==> config.mk <==
export PLATFORM = sky130hd
export DESIGN_NAME = exc_dispatch_unit
export DESIGN_NICKNAME = d
export VERILOG_FILES = /design/src/rtl/exc_pkg.sv /design/src/rtl/exc_pend_rec.sv /design/src/rtl/exc_pc_hold.sv /design/src/rtl/exc_stall_ctr.sv /design/src/rtl/exc_dispatch_unit.sv
export SDC_FILE = /design/constraint.sdc
export NUM_CORES = 1
export LEC_CHECK = 0
export ABC_CLOCK_PERIOD_IN_PS = 7150
export BUFFER_PORTS_ARGS = -buffer_cell sky130_fd_sc_hd__buf_2
export CAP_MARGIN = 10
export CORE_MARGIN = 2
export CORE_UTILIZATION = 50
export CTS_BUF_LIST = sky130_fd_sc_hd__clkbuf_8
export CTS_CLUSTER_DIAMETER = 50
export CTS_CLUSTER_SIZE = 30
export DETAILED_ROUTE_END_ITERATION = 7
export PLACE_DENSITY = 0.74
export SETUP_SLACK_MARGIN = 0.3
export SLEW_MARGIN = 20
export SYNTH_ARGS = -nofsm -noshare
export SYNTH_HDL_FRONTEND = slang
export SYNTH_HIERARCHICAL = 1
export SYNTH_SLANG_ARGS = --single-unit
==> constraint.sdc <==
create_clock -name clk -period 7.15 [get_ports clk]
set_input_delay 0.3575 -clock clk [delete_from_list [all_inputs] [get_ports clk]]
set_output_delay 0.3575 -clock clk [all_outputs]
set_load 0.03 [all_outputs]
==> src/rtl/exc_pkg.sv <==
package exc_pkg;
    localparam int XLEN   = 32;
    localparam int TYPE_W = 16;

    typedef struct packed {
        logic              valid;
        logic [TYPE_W-1:0] code;
        logic [XLEN-1:0]   ea;
        logic [XLEN-1:0]   saved;
    } pend_rec_t;
endpackage

==> src/rtl/exc_pend_rec.sv <==
module exc_pend_rec
    import exc_pkg::*;
#(
    parameter logic [TYPE_W-1:0] RESET_CODE  = 16'h0100,
    parameter logic [TYPE_W-1:0] BUSERR_CODE = 16'h0200
) (
    input  logic              clk,
    input  logic              rst,
    input  logic              exc_req,
    input  logic [TYPE_W-1:0] exc_type,
    input  logic [XLEN-1:0]   exc_ea,
    input  logic              dbg_claim,
    input  logic              clr_pend,
    input  logic              fetch_go,
    input  logic              bus_err,
    input  logic [XLEN-1:0]   bus_err_pc,
    input  logic [XLEN-1:0]   live_pc,
    output logic              dispatch,
    output logic [TYPE_W-1:0] vec_code,
    output logic              rec_valid,
    output logic [TYPE_W-1:0] rec_code,
    output logic [TYPE_W-1:0] sv_type,
    output logic [XLEN-1:0]   sv_ea,
    output logic [XLEN-1:0]   sv_pc,
    output logic              disp_pulse
);
    typedef struct packed {
        pend_rec_t         rec;
        pend_rec_t         last;
        logic              pulse;
    } state_t;

    state_t    s_q, s_d;
    pend_rec_t taken;

    always_comb begin
        // bus error raised at restore replaces the pending record
        taken = s_q.rec;
        if (bus_err) begin
            taken.valid = 1'b1;
            taken.code  = BUSERR_CODE;
            taken.ea    = bus_err_pc;
            taken.saved = bus_err_pc;
        end
        dispatch = fetch_go && taken.valid;
        vec_code = taken.code;

        s_d       = s_q;
        s_d.pulse = dispatch;
        if (dispatch) begin
            s_d.last = taken;
            s_d.rec  = '0;
        end else if (clr_pend && s_q.rec.code != RESET_CODE) begin
            s_d.rec = '0;
        end
        if (exc_req) begin
            if (dbg_claim) begin
                s_d.rec = '0;
            end else begin
                s_d.rec.valid = 1'b1;
                s_d.rec.code  = exc_type;
                s_d.rec.ea    = exc_ea;
                s_d.rec.saved = live_pc;
            end
        end
    end

    always_ff @(posedge clk) begin
        if (rst) s_q <= '0;
        else     s_q <= s_d;
    end

    assign rec_valid  = s_q.rec.valid;
    assign rec_code   = s_q.rec.code;
    assign sv_type    = s_q.last.code;
    assign sv_ea      = s_q.last.ea;
    assign sv_pc      = s_q.last.saved;
    assign disp_pulse = s_q.pulse;

    logic unused_ok;
    assign unused_ok = s_q.last.valid;
endmodule

==> src/rtl/exc_pc_hold.sv <==
module exc_pc_hold
    import exc_pkg::*;
#(
    parameter logic [XLEN-1:0] RESET_PC = 32'h0,
    parameter logic [XLEN-1:0] MEM_BASE = 32'h0000_1000,
    parameter logic [XLEN-1:0] MEM_LEN  = 32'h0000_8000
) (
    input  logic              clk,
    input  logic              rst,
    input  logic              upd_valid,
    input  logic [XLEN-1:0]   upd_pc,
    input  logic [XLEN-1:0]   upd_npc,
    input  logic              pend_valid,
    input  logic              fetch_go,
    input  logic              dispatch,
    input  logic [TYPE_W-1:0] vec_code,
    output logic [XLEN-1:0]   pc,
    output logic [XLEN-1:0]   npc,
    output logic              bus_err,
    output logic [XLEN-1:0]   bus_err_pc
);
    localparam logic [XLEN-1:0] MEM_TOP = MEM_BASE + MEM_LEN;

    typedef struct packed {
        logic [XLEN-1:0] pc;
        logic [XLEN-1:0] npc;
        logic [XLEN-1:0] dly_pc;
        logic [XLEN-1:0] dly_npc;
        logic            dly_valid;
    } state_t;

    state_t          s_q, s_d;
    logic [XLEN-1:0] vec_pc;
    logic            out_of_range;

    assign vec_pc       = {{(XLEN-TYPE_W){1'b0}}, vec_code};
    assign out_of_range = (s_q.dly_pc < MEM_BASE) || (s_q.dly_pc > MEM_TOP);
    assign bus_err      = fetch_go && s_q.dly_valid && out_of_range;
    assign bus_err_pc   = s_q.dly_pc;

    always_comb begin
        s_d = s_q;
        if (upd_valid) begin
            if (pend_valid) begin
                s_d.dly_pc    = upd_pc;
                s_d.dly_npc   = upd_npc;
                s_d.dly_valid = 1'b1;
            end else begin
                s_d.pc  = upd_pc;
                s_d.npc = upd_npc;
            end
        end
        if (fetch_go && s_q.dly_valid) begin
            s_d.pc        = s_q.dly_pc;
            s_d.npc       = s_q.dly_npc;
            s_d.dly_valid = 1'b0;
        end
        if (dispatch) begin
            s_d.pc  = vec_pc;
            s_d.npc = vec_pc + 32'd4;
        end
    end

    always_ff @(posedge clk) begin
        if (rst) begin
            s_q           <= '0;
            s_q.pc        <= RESET_PC;
            s_q.npc       <= RESET_PC + 32'd4;
        end else begin
            s_q <= s_d;
        end
    end

    assign pc  = s_q.pc;
    assign npc = s_q.npc;
endmodule

==> src/rtl/exc_stall_ctr.sv <==
module exc_stall_ctr #(
    parameter int STALL_CYC = 7,
    parameter int CW        = $clog2(STALL_CYC + 1)
) (
    input  logic          clk,
    input  logic          rst,
    input  logic          dispatch,
    output logic          idle,
    output logic [CW-1:0] cnt
);
    localparam logic [CW-1:0] LOAD = CW'(STALL_CYC);

    logic [CW-1:0] cnt_d, cnt_q;

    always_comb begin
        cnt_d = cnt_q;
        if (dispatch)            cnt_d = LOAD;
        else if (cnt_q != '0)    cnt_d = cnt_q - 1'b1;
    end

    always_ff @(posedge clk) begin
        if (rst) cnt_q <= '0;
        else     cnt_q <= cnt_d;
    end

    assign idle = (cnt_q == '0);
    assign cnt  = cnt_q;
endmodule

==> src/rtl/exc_dispatch_unit.sv <==
module exc_dispatch_unit
    import exc_pkg::*;
#(
    parameter int                STALL_CYC   = 7,
    parameter logic [XLEN-1:0]   RESET_PC    = 32'h0,
    parameter logic [XLEN-1:0]   MEM_BASE    = 32'h0000_1000,
    parameter logic [XLEN-1:0]   MEM_LEN     = 32'h0000_8000,
    parameter logic [TYPE_W-1:0] RESET_CODE  = 16'h0100,
    parameter logic [TYPE_W-1:0] BUSERR_CODE = 16'h0200,
    localparam int               CW          = $clog2(STALL_CYC + 1)
) (
    input  logic              clk,
    input  logic              rst,
    input  logic              exc_req,
    input  logic [TYPE_W-1:0] exc_type,
    input  logic [XLEN-1:0]   exc_ea,
    input  logic              dbg_claim,
    input  logic              clr_pend,
    input  logic              fetch_bnd,
    input  logic              upd_valid,
    input  logic [XLEN-1:0]   upd_pc,
    input  logic [XLEN-1:0]   upd_npc,
    output logic [XLEN-1:0]   pc_o,
    output logic [XLEN-1:0]   npc_o,
    output logic              sr_sup_set_o,
    output logic              sr_exe_clr_o,
    output logic              stall_o,
    output logic [CW-1:0]     stall_cnt_o,
    output logic              pend_valid_o,
    output logic [TYPE_W-1:0] pend_type_o,
    output logic [TYPE_W-1:0] sv_type_o,
    output logic [XLEN-1:0]   sv_ea_o,
    output logic [XLEN-1:0]   sv_pc_o
);
    logic              idle, fetch_go, dispatch, bus_err, disp_pulse;
    logic [TYPE_W-1:0] vec_code;
    logic [XLEN-1:0]   bus_err_pc;

    assign fetch_go = fetch_bnd && idle;

    exc_pend_rec #(
        .RESET_CODE (RESET_CODE),
        .BUSERR_CODE(BUSERR_CODE)
    ) u_rec (
        .clk        (clk),
        .rst        (rst),
        .exc_req    (exc_req),
        .exc_type   (exc_type),
        .exc_ea     (exc_ea),
        .dbg_claim  (dbg_claim),
        .clr_pend   (clr_pend),
        .fetch_go   (fetch_go),
        .bus_err    (bus_err),
        .bus_err_pc (bus_err_pc),
        .live_pc    (pc_o),
        .dispatch   (dispatch),
        .vec_code   (vec_code),
        .rec_valid  (pend_valid_o),
        .rec_code   (pend_type_o),
        .sv_type    (sv_type_o),
        .sv_ea      (sv_ea_o),
        .sv_pc      (sv_pc_o),
        .disp_pulse (disp_pulse)
    );

    exc_pc_hold #(
        .RESET_PC(RESET_PC),
        .MEM_BASE(MEM_BASE),
        .MEM_LEN (MEM_LEN)
    ) u_pc (
        .clk        (clk),
        .rst        (rst),
        .upd_valid  (upd_valid),
        .upd_pc     (upd_pc),
        .upd_npc    (upd_npc),
        .pend_valid (pend_valid_o),
        .fetch_go   (fetch_go),
        .dispatch   (dispatch),
        .vec_code   (vec_code),
        .pc         (pc_o),
        .npc        (npc_o),
        .bus_err    (bus_err),
        .bus_err_pc (bus_err_pc)
    );

    exc_stall_ctr #(
        .STALL_CYC(STALL_CYC),
        .CW       (CW)
    ) u_stall (
        .clk      (clk),
        .rst      (rst),
        .dispatch (dispatch),
        .idle     (idle),
        .cnt      (stall_cnt_o)
    );

    assign sr_sup_set_o = disp_pulse;
    assign sr_exe_clr_o = disp_pulse;
    assign stall_o      = !idle;
endmodule

After elaboration in Yosys (flattened, before gate mapping)
Index checks and enable logic that the tools add are counted.
{"block": "totals", "wordCells": 52, "output_inout_bits": 167, "latch_bits": 0, "ramBits": 0, "romBits": 0, "register_bits": 294, "input_bits": 119, "memories": 0}
{"block": "classes", "order_cmp": 2, "n_mux": 12, "add_sub_neg": 2, "shift": 0, "bitwise_logic": 0, "div": 0, "n_mul": 0, "eq_ne": 3, "reduce_logical": 18}
{"operator": "two-way mux 81 bit", "n": 5}
{"operator": "two-way mux 129 bit", "n": 1}
{"operator": "two-way mux 64 bit", "n": 2}
{"operator": "two-way mux 65 bit", "n": 1}
{"operator": "two-way mux 48 bit", "n": 1}
{"operator": "> comparator 32 x 16 -> 1 bit, second input constant", "n": 1}
{"operator": "< comparator 32 x 13 -> 1 bit, second input constant", "n": 1}
{"operator": "adder 16 x 3 -> 17 bit, second input constant", "n": 1}
{"operator": "inequality test 16 x 9 -> 1 bit, second input constant", "n": 1}
{"operator": "nonzero test 3 bit", "n": 3}
{"operator": "two-way mux 3 bit", "n": 2}
{"operator": "AND reduction 2 bit", "n": 3}
{"operator": "logical AND 1 bit", "n": 5}
{"operator": "nonzero test 2 bit", "n": 2}
{"operator": "OR reduction 2 bit", "n": 2}
{"operator": "logical NOT 3 bit", "n": 1}
{"operator": "inequality test 3 x 2 -> 1 bit, second input constant", "n": 1}
{"operator": "subtractor 3 x 1 -> 3 bit, second input constant", "n": 1}
{"operator": "inequality test 2 x 1 -> 1 bit, second input constant", "n": 1}
{"operator": "logical NOT 1 bit", "n": 1}
{"operator": "logical OR 1 bit", "n": 1}

Logic depth before layout (Yosys ltp)
{"block": "depth", "depth_word": 8, "mapped_depth": 19}

Cells and area by module
The synthesis kept the hierarchy.
{"module": "exc_pend_rec", "cells_per_inst": 681, "seq_area_each_um2": 3243.1, "area_each_um2": 7031.7, "n_inst": 1}
{"module": "exc_pc_hold", "cells_per_inst": 844, "seq_area_each_um2": 2582.5, "area_each_um2": 6358.6, "n_inst": 1}
{"module": "exc_stall_ctr", "cells_per_inst": 18, "seq_area_each_um2": 60.1, "area_each_um2": 168.9, "n_inst": 1}
{"module": "exc_dispatch_unit", "cells_per_inst": 3, "seq_area_each_um2": 0.0, "area_each_um2": 17.5, "n_inst": 1}

Worst setup path after synthesis
Ideal clock, no wire load.
{"block": "synth_path", "kind": "reg2reg", "from": "register u_stall.cnt_q[0], in the netlist u_stall/cnt[0]", "to": "register, netlist name u_pc/npc[6]", "path_stages_with_launch": 20, "required_ns": 7.035, "setup_slack_ns": 3.343, "n_path_buf": 8, "arrival_time_ns": 3.692, "setup_ns": 0.115, "period_less_slack_ns": 3.807, "cell_sequence": "dfxtp_1 > inv_1 > ha_1 > nand2b_1 > inv_1 > and2_1 > nand2_1 > clkbuf_1 > clkbuf_1 > a21oi_1 > clkbuf_1 > o21ai_2 > inv_1 > clkbuf_1 > clkbuf_1 > buf_2 > buf_2 > clkbuf_1 > a21oi_1 > o21a_1"}
{"block": "synth_between", "elab_chain_cells": 8, "word_cells_on_any_way": 12, "cone_classes": "add/sub (1); eq/ne (1); mux (3); reduce/logical (7)"}
{"item": "start, declared", "line": "exc_stall_ctr.sv:13", "source": "logic [CW-1:0] cnt_d, cnt_q;"}
{"item": "start signal, assigned", "line": "exc_stall_ctr.sv:23", "source": "else cnt_q <= cnt_d;"}
{"item": "logical NOT 3 bit (*)", "line": "exc_stall_ctr.sv:26", "source": "assign idle = (cnt_q == '0);"}
{"item": "named net idle", "line": "exc_dispatch_unit.sv:35", "source": "logic idle, fetch_go, dispatch, bus_err, disp_pulse;"}
{"item": "logical AND 1 bit (*)", "line": "exc_dispatch_unit.sv:39", "source": "assign fetch_go = fetch_bnd && idle;"}
{"item": "named net fetch_go", "line": "exc_dispatch_unit.sv:35"}
{"item": "logical AND 1 bit (*) (2 in series)", "line": "exc_pc_hold.sv:38", "source": "assign bus_err = fetch_go && s_q.dly_valid && out_of_range;"}
{"item": "named net bus_err", "line": "exc_dispatch_unit.sv:35"}
{"item": "two-way mux 81 bit (*)", "line": "exc_pend_rec.sv:39", "source": "if (bus_err) begin"}
{"item": "logical AND 1 bit (*)", "line": "exc_pend_rec.sv:45", "source": "dispatch = fetch_go && taken.valid;"}
{"item": "named net dispatch", "line": "exc_dispatch_unit.sv:35"}
{"item": "inequality test 3 x 2 -> 1 bit (no line) / nonzero test 3 bit (equally long branches)"}
{"item": "AND reduction 2 bit (no line)"}
The timed path passes the listed nets; every way through them passes the cells marked *.
A chain may end at the register's enable or synchronous reset.

Final worst setup path
{"block": "layout_path", "from": "register u_stall.cnt_q[0], in the netlist u_stall/cnt[0]", "to": "register u_rec/s_q[109] (netlist name)"}
{"block": "layout_between", "elab_chain_cells": 8, "word_cells_on_any_way": 9, "cone_classes": "mux (3); reduce/logical (6)"}
{"item": "logical NOT 3 bit (*)", "line": "exc_stall_ctr.sv:26"}
{"item": "named net idle", "line": "exc_dispatch_unit.sv:35"}
{"item": "logical AND 1 bit (*)", "line": "exc_dispatch_unit.sv:39"}
{"item": "named net fetch_go", "line": "exc_dispatch_unit.sv:35"}
{"item": "logical AND 1 bit (*) (2 in series)", "line": "exc_pc_hold.sv:38"}
{"item": "named net bus_err", "line": "exc_dispatch_unit.sv:35"}
{"item": "two-way mux 81 bit (*)", "line": "exc_pend_rec.sv:39"}
{"item": "logical AND 1 bit (*)", "line": "exc_pend_rec.sv:45"}
{"item": "named net dispatch", "line": "exc_dispatch_unit.sv:35"}
{"item": "two-way mux 81 bit", "line": "exc_pend_rec.sv:50", "source": "if (dispatch) begin"}
{"item": "two-way mux 81 bit", "line": "exc_pend_rec.sv:56", "source": "if (exc_req) begin"}
{"item": "end signal, assigned", "line": "exc_pend_rec.sv:69", "source": "if (rst) s_q <= '0;"}
{"item": "end signal, assigned", "line": "exc_pend_rec.sv:70", "source": "else s_q <= s_d;"}
{"item": "end, declared", "line": "exc_pend_rec.sv:33", "source": "state_t s_q, s_d;"}
Marked as above.

==> results by stage <==
Pwr:
- The power per cell area is 247 mW/mm^2.
- Across the VDD grid, the largest voltage drop is 0.000156 V.
- In this run the static leakage power is 6.41 nW.

Critical path:
- The kind of critical path is flop to flop.
- The slowest stage of the critical path is the sky130_fd_sc_hd__o21ai_2 cell.
- The largest driver fanout on the critical path is 127.
- The most common cell type on the critical path is sky130_fd_sc_hd__inv_1.
- Measured in cells, the most critical reg-to-reg path has a length of 12.
- The type of element capturing the critical path is a flop.
- The worst setup path is launched from a flop.
- At the worst endpoint, the arrival time is 4.91 ns.
- The critical path goes through inv_1 > ha_1 > nand2b_1 > inv_1 > and2_1 > nand2_4 > a21oi_4 > o21ai_2 > inv_6 > nor3_4 > buf_12 > a32o_2.
- The largest single stage delay on the critical path is 0.76 ns.
- The data required time at the worst endpoint is 7.69 ns.

STA:
- In this run the tightest slew margin relative to its limit is 34.9%.
- Clock skew on the completed layout was measured at 0.0488 ns.
- The max-slew violation total from the final report is 0.
- Setup violations remaining at the end of the flow were counted as 0.
- For the finished layout, the period the worst path requires is 4.36 ns.
- Setup repair after global routing left no endpoint under its margin.
- The worst path uses 61.0% of the clock period.
- The highest attainable clock frequency is 0.229 GHz.
- The sum of negative setup slack is 0 ns.
- The worst-margin pin slew is 0.973 ns.
- The final number of hold-violating endpoints is 0.

Route:
- The number of DRC markers in iteration 0 is 1,124.
- The final route contains 11,300 vias.
- The total length of routed met3 wires is 2800 um.
- In the final routing, the length of wire on met1 measures 17,100 um.
- The DRC violation count after routing is 0.
- The top layer used by detailed routing is met5.
- The met2 wire length is 17,400 um.
- The detail route stage leaves a number of antenna-violating nets equal to 0.
- The final layout contains routed wiring with a total length of 38,200 um.
- After detailed routing, the average wire length per cell comes to 19.1 um.
- The iteration count of the initial detailed-routing pass is 6.
- The routed via count divided by cell count is 5.63.

Flow run:
- Across the run, the number of max-cap violations was 0.

Run status:
- The run finished with clean final reports.

Clock tree:
- The total number of H-tree levels is 1.
- The clock passes through at most 3 buffers.
- The clock transition at the registers of the reported paths is 0.10 ns.
- The number of buffers created by CTS is 30.
- The post-cts gate resize count is 0.
- The number of sinks driven by the clock tree is 294.
- At the later pin of the worst-skew pair, clock insertion delay measures 0.63 ns.
- The CTS tree is done.
- The clock tree root buffer cell is sky130_fd_sc_hd__clkbuf_8.

Synthesis:
- The post-synthesis async set-or-reset flop share is 0%.
- The distinct cell type count of the synthesized netlist is 57.
- The most used flip-flop cell after synthesis is sky130_fd_sc_hd__dfxtp_1.
- Of the synthesized area, sequential elements account for 43.4%.
- Synthesis produced 1,546 cells.
- The number of enable flip-flop cells after synthesis is 0.
- The synthesized design contains 294 register bits.
- The combined area of all synthesized cells is 0.0136 mm^2.
- The synthesized netlist net count is 1,668.
- For this run, the number of Yosys warnings is 6.
- Each instance of the synthesized netlist takes up on average 8.78 um^2.

Global route:
- The via count of the first global-routing pass is 10,400.
- The initial antenna violation count is 4.
- Across every metal layer, demand over resource in global routing totals 25.6%.
- The residual overflow from global routing is 0.
- Entering global routing, the biggest net connects 128 pins.
- The first global-routing pass estimated 58,800 um of wire.

Hold path:
- In this run the worst hold path is classified as primary input to flop.
- Counting instances, the worst hold path has a depth of 3.

Cells and area:
- Cells fill 56.5% of the core in the end.
- Counting the fill cells in the layout gives 2,332.
- From synthesis to final layout, the design area changed by 11.5%.
- The net total in the final layout is 1,761.
- The layout cell share with drive strength beyond 1 is 27.3%.

Place:
- The weighted congestion reported at the end of routability-driven placement is 0.812.
- The detailed placement HPWL is 24,700 um.
- The count of buffers added on input and output ports is 285.

Floorplan:
- The area inside the core boundary is 0.0268 mm^2.
- The full die area is 0.0285 mm^2.
- Measured along the x axis, the die boundary spans 169 um.
- The initial utilization of the core area, before any placement, comes to 50.7%.
- 286 I/O pins were placed.
- The die height is 169 um.
- The count of standard-cell rows is 60.
[cells in the final DEF (no fill, tap or decap), types with 3 or more instances in the layout]
cell,instances
sky130_fd_sc_hd__nand2_1,297
sky130_fd_sc_hd__nor3_1,8
sky130_fd_sc_hd__nor4_1,8
sky130_fd_sc_hd__nor2_1,131
sky130_fd_sc_hd__nor2b_1,16
sky130_fd_sc_hd__a32o_2,79
sky130_fd_sc_hd__o21a_1,3
sky130_fd_sc_hd__inv_6,7
sky130_fd_sc_hd__buf_4,13
sky130_fd_sc_hd__and2_1,3
sky130_fd_sc_hd__dfxtp_1,294
sky130_fd_sc_hd__a21oi_1,86
sky130_fd_sc_hd__inv_8,8
sky130_fd_sc_hd__clkbuf_8,32
sky130_fd_sc_hd__nand4_1,3
sky130_fd_sc_hd__nand3_1,6
sky130_fd_sc_hd__diode_2,3
sky130_fd_sc_hd__a211oi_1,68
sky130_fd_sc_hd__and3_1,22
sky130_fd_sc_hd__o32ai_1,21
sky130_fd_sc_hd__ha_1,3
sky130_fd_sc_hd__mux2i_1,64
sky130_fd_sc_hd__xnor2_1,9
sky130_fd_sc_hd__dlygate4sd3_1,92
sky130_fd_sc_hd__nand2b_1,3
sky130_fd_sc_hd__inv_1,8
sky130_fd_sc_hd__buf_2,284
sky130_fd_sc_hd__or4_1,3
sky130_fd_sc_hd__clkinv_8,4
sky130_fd_sc_hd__a31oi_1,5
sky130_fd_sc_hd__a311oi_1,33
[cell type report]
type	count	area, um^2	area share [%]
Antenna cell	3	7.51	0.0496
Inverter	8	35.0	0.231
Sequential cell	294	5890	38.9
Clock inverter	22	263	1.74
Tap cell	341	427	2.82
Multi-Input combinational cell	914	5610	37.1
Timing Repair Buffer	391	2470	16.3
Clock buffer	32	440	2.91
[final timing paths]
kind                                    start                           to  slack, ns
setup / recovery  u_stall/cnt[0]$_SDFFE_PP0P_  u_rec/s_q[109]$_SDFFE_PP0P_       2.79
hold reg to reg     u_pc/s_q[15]$_SDFFE_PP0P_    u_pc/s_q[15]$_SDFFE_PP0P_       0.46
hold / removal                     upd_npc[9]    u_pc/s_q[10]$_SDFFE_PP0P_       0.01
setup reg to reg  u_stall/cnt[0]$_SDFFE_PP0P_  u_rec/s_q[109]$_SDFFE_PP0P_       2.79
[synthesized netlist by cell type, drive strengths merged (3+ instances only)]
master / count / area, um^2
inv: 8 / 30.0
or4: 4 / 33.8
nand3: 6 / 30.0
nand2: 299 / 1120
nor4: 9 / 62.6
buf: 245 / 1780
and2: 5 / 31.3
nor2b: 17 / 106
a311oi: 34 / 304
nand2b: 4 / 25.0
a21oi: 87 / 435
xnor2: 9 / 78.8
ha: 3 / 37.5
o32ai: 21 / 184
nand4: 4 / 40.0
a31oi: 5 / 31.3
clkbuf: 85 / 319
and3: 22 / 138
a211oi: 68 / 510
nor2: 131 / 492
nor3: 10 / 55.1
a32o: 80 / 900
a2111oi: 4 / 47.6
dfxtp: 294 / 5890
mux2i: 64 / 641
o21a: 3 / 22.5
[power breakdown]
part	total, W	internal, W	switching [W]
Combinational	0.000706	0.000244	0.000463
Sequential	0.00181	0.00173	0.0000756
Clock	0.00122	0.000512	0.000709
Total	0.00374	0.00249	0.00125
[sequential cells by signal (all words and copies together) (netlist names), 32 cells and up]
register and count:
u_pc/npc 32, u_pc/bus_err_pc 32, u_rec/sv_pc 32, u_pc/s_q 33, u_rec/sv_ea 32, u_pc/pc 32, u_rec/s_q 64
[critical path, delay by kind of cell (launching register included)]
family,cells,cell delay (ns)
buf+inv,4,1.03
simple gates,4,1.52
compound gates,3,1.05
flops,1,0.39
fa+ha+maj,1,0.23
[metrics by stage]
| stage | total power [W] | setup WS (ns) | cell area, um^2 | instances | hold WS (ns) |
|---|---|---|---|---|---|
| finish | 0.00374 | 2.79 | 15100 | 2005 | 0.0144 |
| floorplan | 0.00238 | 3.34 | 13600 | 1546 | 0.427 |
| global placement | 0.00249 | 2.74 | 13500 | 1856 | 0.436 |
| CTS | 0.00374 | 2.57 | 15100 | 2002 | 0.0000475 |
| detailed placement | 0.00250 | 2.59 | 13500 | 1856 | 0.441 |
| global route | 0.00388 | 2.54 | 15100 | 2004 | 0.00348 |
[logic make-up (layout without fill, tap and decap cells)]
kind of cell	count (synthesis)	after routing	share of synthesized area (%)
xor gates and xnor gates	11	11	0.710
other	0	3	0
adders and majority gates	3	3	0.277
AOI/OAI and AO/OA	314	314	18.8
DFF	294	294	43.4
buffers and inverters	338	453	15.7
muxes	64	64	4.72
and+or+nand+nor	522	522	16.4
[repair_timing]
action                                 in CTS  in global routing
hold buffers                               92                  0
setup buffers                               0                  0
endpoints found under the hold margin      96                  0
[per-layer routing]
metal	track usage [%]	up-vias
met5	0	-
met4	6.45	2
met3	4.77	62
met2	41.2	495
met1	35.7	5334
li1	-	5400
Power figures use the tool's default switching activity.
